**src/rtl/win_watchdog.sv**
```systemverilog
module win_watchdog #(
  parameter int PRESC = 12288,
  parameter int CW    = 7
) (
  input  logic          clk,
  input  logic          rst_n,
  input  logic          hw_arm,
  input  logic          ctl_we,
  input  logic [CW:0]   ctl_wdata,
  input  logic          win_we,
  input  logic [CW-1:0] win_wdata,
  output logic [CW-1:0] cnt_q,
  output logic [CW-1:0] win_q,
  output logic          armed,
  output logic          rst_req
);
  localparam int PW = (PRESC > 1) ? $clog2(PRESC) : 1;
  localparam logic [PW-1:0] PLAST = PW'(PRESC - 1);
  localparam int MSB = CW - 1;

  logic [PW-1:0] pre_q;
  logic tick, early, late;

  assign tick  = (pre_q == PLAST);
  assign early = armed && ctl_we && (cnt_q > win_q);
  assign late  = armed && !cnt_q[MSB];

  always_ff @(posedge clk or negedge rst_n)
    if (!rst_n)               pre_q <= '0;
    else if (ctl_we || tick)  pre_q <= '0;
    else                      pre_q <= pre_q + 1'b1;

  always_ff @(posedge clk or negedge rst_n)
    if (!rst_n)      cnt_q <= '1;
    else if (ctl_we) cnt_q <= ctl_wdata[CW-1:0];
    else if (tick)   cnt_q <= cnt_q - 1'b1;

  always_ff @(posedge clk or negedge rst_n)
    if (!rst_n)      win_q <= '1;
    else if (win_we) win_q <= win_wdata;

  always_ff @(posedge clk or negedge rst_n)
    if (!rst_n)                                 armed <= 1'b0;
    else if (hw_arm || (ctl_we && ctl_wdata[CW])) armed <= 1'b1;

  always_ff @(posedge clk or negedge rst_n)
    if (!rst_n)             rst_req <= 1'b0;
    else if (early || late) rst_req <= 1'b1;
endmodule

```
**config.mk**
```make
export PLATFORM = sky130hd
export DESIGN_NAME = win_watchdog
export DESIGN_NICKNAME = d
export VERILOG_FILES = /design/src/rtl/win_watchdog.sv
export SDC_FILE = /design/constraint.sdc
export NUM_CORES = 1
export LEC_CHECK = 0
export BUFFER_PORTS_ARGS = -buffer_cell sky130_fd_sc_hd__clkbuf_2
export CAP_MARGIN = 40
export CORE_MARGIN = 4
export CORE_UTILIZATION = 56
export CTS_BUF_LIST = sky130_fd_sc_hd__clkbuf_8
export CTS_CLUSTER_DIAMETER = 120
export DETAILED_ROUTE_END_ITERATION = 16
export HOLD_SLACK_MARGIN = 0.12
export PLACE_DENSITY = 0.86
export SLEW_MARGIN = 40
export SYNTH_ARGS = -nofsm -noshare
export SYNTH_HDL_FRONTEND = slang
export SYNTH_SLANG_ARGS = --single-unit
export TNS_END_PERCENT = 20
```
**constraint.sdc**
```tcl
create_clock -name clk -period 2.25 [get_ports clk]
set_input_delay 0.225 -clock clk [delete_from_list [all_inputs] [get_ports clk]]
set_output_delay 0.225 -clock clk [all_outputs]
set_load 0.01 [all_outputs]
```
==> key figures <==
Clocking
  – Clock buffer count from CTS: 5
  – Clock-pin slew of the registers on the worst-case setup and hold paths: 0.06 ns
  – Clock sinks: 30
  – Deepest level of the CTS H-tree: 2
  – Cell at the root of the clock tree: sky130_fd_sc_hd__clkbuf_8
  – Clock tree buffer depth: 2
  – Clock tree from TritonCTS: built
  – Clk_lat worst skew: 0.28 ns
  – Number of setup buffers added after CTS: 0

Finish
  – Fraction of layout cells with a size suffix above 1: 29.9%
  – Net count reported at finish: 239
  – Inserted Diodes: 0
  – Signed area change from the synthesized netlist to the final layout: 16.6%
  – Final cell count without fillers: 242
  – Final cell utilization of the core: 69.8%

Power
  – Worst IR Drop VDD: 0.000560 V
  – Leakage power total: 0.920 nW
  – Power Dens Cells: 612 nW/um^2

Floorplan
  – Area of the placeable core: 2830 sq um
  – Chip Height: 63.0 um
  – # rows: 19
  – Overall die area: 3970 sq um
  – Effective utilization at floorplan: 59.8%
  – Top-level I/O count: 36
  – Overall die width: 63.0 um

Yosys
  – Proportion of synthesized chip area in sequential cells: 45.4%
  – Distinct cell type count of the synthesized netlist: 36
  – Post-synth EDFFs: 0
  – Warning count from the yosys run: 0
  – Cell type with the highest aggregate area in the netlist: sky130_fd_sc_hd__dfrtp_1
  – Yosys reg bits: 30
  – Dominant cell by count in the synthesized netlist: sky130_fd_sc_hd__nand2_1
  – Average instance area after synthesis: 9.90 sq um
  – Most area-consuming cells after synthesis: sky130_fd_sc_hd__dfrtp_1 24%, sky130_fd_sc_hd__dfstp_2 22%, sky130_fd_sc_hd__ha_1 6.7%
  – Fraction of synthesis flops using an asynchronous set or reset pin: 100%
  – Post-synthesis instance total: 171
  – Primary FF master, synth: sky130_fd_sc_hd__dfrtp_1
  – Netlist Area Pre-Place: 1690 sq um
  – Net count after synthesis: 200
  – Top-area cell type share of the netlist area: 23.7%
  – Most instantiated cells after synthesis: 20 x sky130_fd_sc_hd__nand2_1, 19 x sky130_fd_sc_hd__nor2_1, 16 x sky130_fd_sc_hd__dfrtp_1

Route
  – Via density per instance: 5.64
  – DRC Markers: 0
  – Initial drt markers: 83
  – Total via count in the routed design: 1365
  – Wirelength, routed: 3540 um
  – Router iterations before antenna repair: 5
  – Antenna-violating nets left: 0
  – Routed wire length per instance: 14.6 um

Timing
  – Tightest Pin Transition: 0.647 ns
  – Post-route minimum period: 1.99 ns
  – Setup clock skew after layout: 0.00666 ns
  – Worst hold-check slack: 0.134 ns
  – Tightest slew margin relative to the limit: 56.9%
  – Number of hold-slack violations in the final timing report: 0
  – Fin. max-slew vios: 0
  – Setup_tns: 0 ns
  – Final period util: 88.6%
  – Fmax achieved: 502 MHz
  – Setup slack of the critical path after layout: 0.256 ns
  – Unrepaired setup endpoints after global routing: false
  – Number of setup violations in the final report: 0

Global routing
  – Met2 Resource Use GR: 31.2%
  – Wire length of the first global-routing pass: 6200 um
  – GR Util met1: 24.4%
  – Busiest layer in global routing: met2
  – GRT Residual Overflow: 0
  – Number of global-route vias before repair: 1400
  – Global-route met3 utilization: 4.50%
  – Initial antenna violation count: 0
  – Pin count of the biggest net entering global routing: 31
  – Global-route total usage across every layer: 19.6%

Place
  – DP Wirelength: 2570 um
  – Pre-CTS setup slack: 0.279 ns
  – Number of port buffers: 35
  – Weighted congestion reported at the end of routability-driven placement: 0.831
  – Cells after DPL: 233

Setup path
  – Timing endpoint of the critical path: pre_q[1]
  – Data arrival at the endpoint of the critical path: 2.13 ns
  – Source of the critical timing path: pre_q[0]
  – Class of the most critical setup path: reg -> reg
  – Required time of the critical path: 2.39 ns
  – Max stage delay on crit path: 0.43 ns
  – Count of cell instances traversed by the critical path: 5
  – CP bufs+invs: 0
  – Slack of the worst reg-to-reg path: 0.26 ns
  – Kind of end point of the critical path: flip-flop
  – Reg2Reg Launch Point: pre_q[0]
  – Kind of launch point of the worst setup path: flip-flop
  – FF-to-FF path depth: 5
  – Dominant delay contributor by cell family on the critical path: simple AND/OR/NAND/NOR gates
  – Cell breakdown of the critical path: ha_1 -> nand4_4 -> nor4_4 -> or2_1 -> nor2_1
  – Slowest-stage cell, CP: sky130_fd_sc_hd__dfrtp_1
  – Maximum fanout encountered on the critical timing path: 11
  – Endpoint of the worst register-to-register path: pre_q[1]

Outcome
  – Status: finished clean

Flow run
  – Max-cap violation count: 0

Min path
  – Kind of path behind the tightest hold check: in -> reg
[repair_timing]
action                                 in CTS  in global routing
hold buffers                                1                  0
endpoints found under the hold margin      16                  0
resized for setup                           0                  0
[placed cells by master (no fill, tap or decap), drive strengths merged]
cell,instances
or2,1
dfrtp,16
o211ai,1
nor3,5
nand4b,2
a22oi,1
dfstp,14
nand2b,1
mux2i,3
dlygate4sd3,1
nand4bb,1
a211o,1
xor2,3
ha,9
a21oi,4
nor2,19
and3,1
nand2,20
or4b,1
clkbuf,39
nor2b,3
o311ai,1
buf,2
nand3,8
o31a,1
mux2,1
nand4,4
xnor2,12
o21ai,12
nor4,7
inv,17
[report_power, final]
| part | total (W) | leakage, nW | switching [W] | internal, W |
|---|---|---|---|---|
| combinational | 0.000191 | 0.511 | 0.000107 | 0.0000834 |
| sequential | 0.000626 | 0.358 | 0.0000359 | 0.000590 |
| clock | 0.000392 | 0.0519 | 0.000186 | 0.000205 |
[registers in the layout, summed over array words and instances (netlist names)]
name and count:
pre_q 14, cnt_q 7, win_q 7, armed 1
rst_req 1
[per-layer routing]
layer  wire, um  share of wire, %
met1       1570                45
met4         70               2.0
met5          0                 0
met2       1720                49
met3        170               4.8
[kinds of logic after synthesis]
group | after synthesis | synth area share, %
buf+inv | 19 | 4.88
mux | 4 | 2.44
simple gates | 73 | 25.7
flops | 30 | 45.4
xor+xnor | 15 | 7.76
fa+ha+maj | 9 | 6.65
compound gates | 21 | 7.17
[area by class of cell]
class,count,area [sq um]
multi-input combinational,122,842
tap,31,38.8
clock inverter,3,11.3
inverter,14,52.6
timing repair buffer,37,193
sequential,30,768
clock buffer,5,68.8
fill,228,855
[metrics by stage]
step / power (W) / area (sq um)
floorplan: 0.000742 / 1690
global placement: 0.000813 / 1880
detailed placement: 0.000825 / 1880
CTS: 0.00122 / 1970
global route: 0.00128 / 1970
finish: 0.00121 / 1970
[how the worst min path moves through the flow]
stage                             from  depth (start not counted)  endpoint
final                     ctl_wdata[3]                          3  cnt_q[3]
after global routing      ctl_wdata[3]                          3  cnt_q[3]
after detailed placement         rst_n                          1  pre_q[4]
after global placement           rst_n                          1  pre_q[4]
after CTS                 ctl_wdata[4]                          3  cnt_q[4]
after floorplan                  rst_n                          0     armed
[worst register-to-register path: stages, from the launching register on]
cell and delay (ns):
sky130_fd_sc_hd__dfrtp_1 0.43, sky130_fd_sc_hd__ha_1 0.31, sky130_fd_sc_hd__nand4_4 0.19, sky130_fd_sc_hd__nor4_4 0.41
sky130_fd_sc_hd__or2_1 0.40, sky130_fd_sc_hd__nor2_1 0.11
Note: power is estimated with default switching activity, not from simulation.
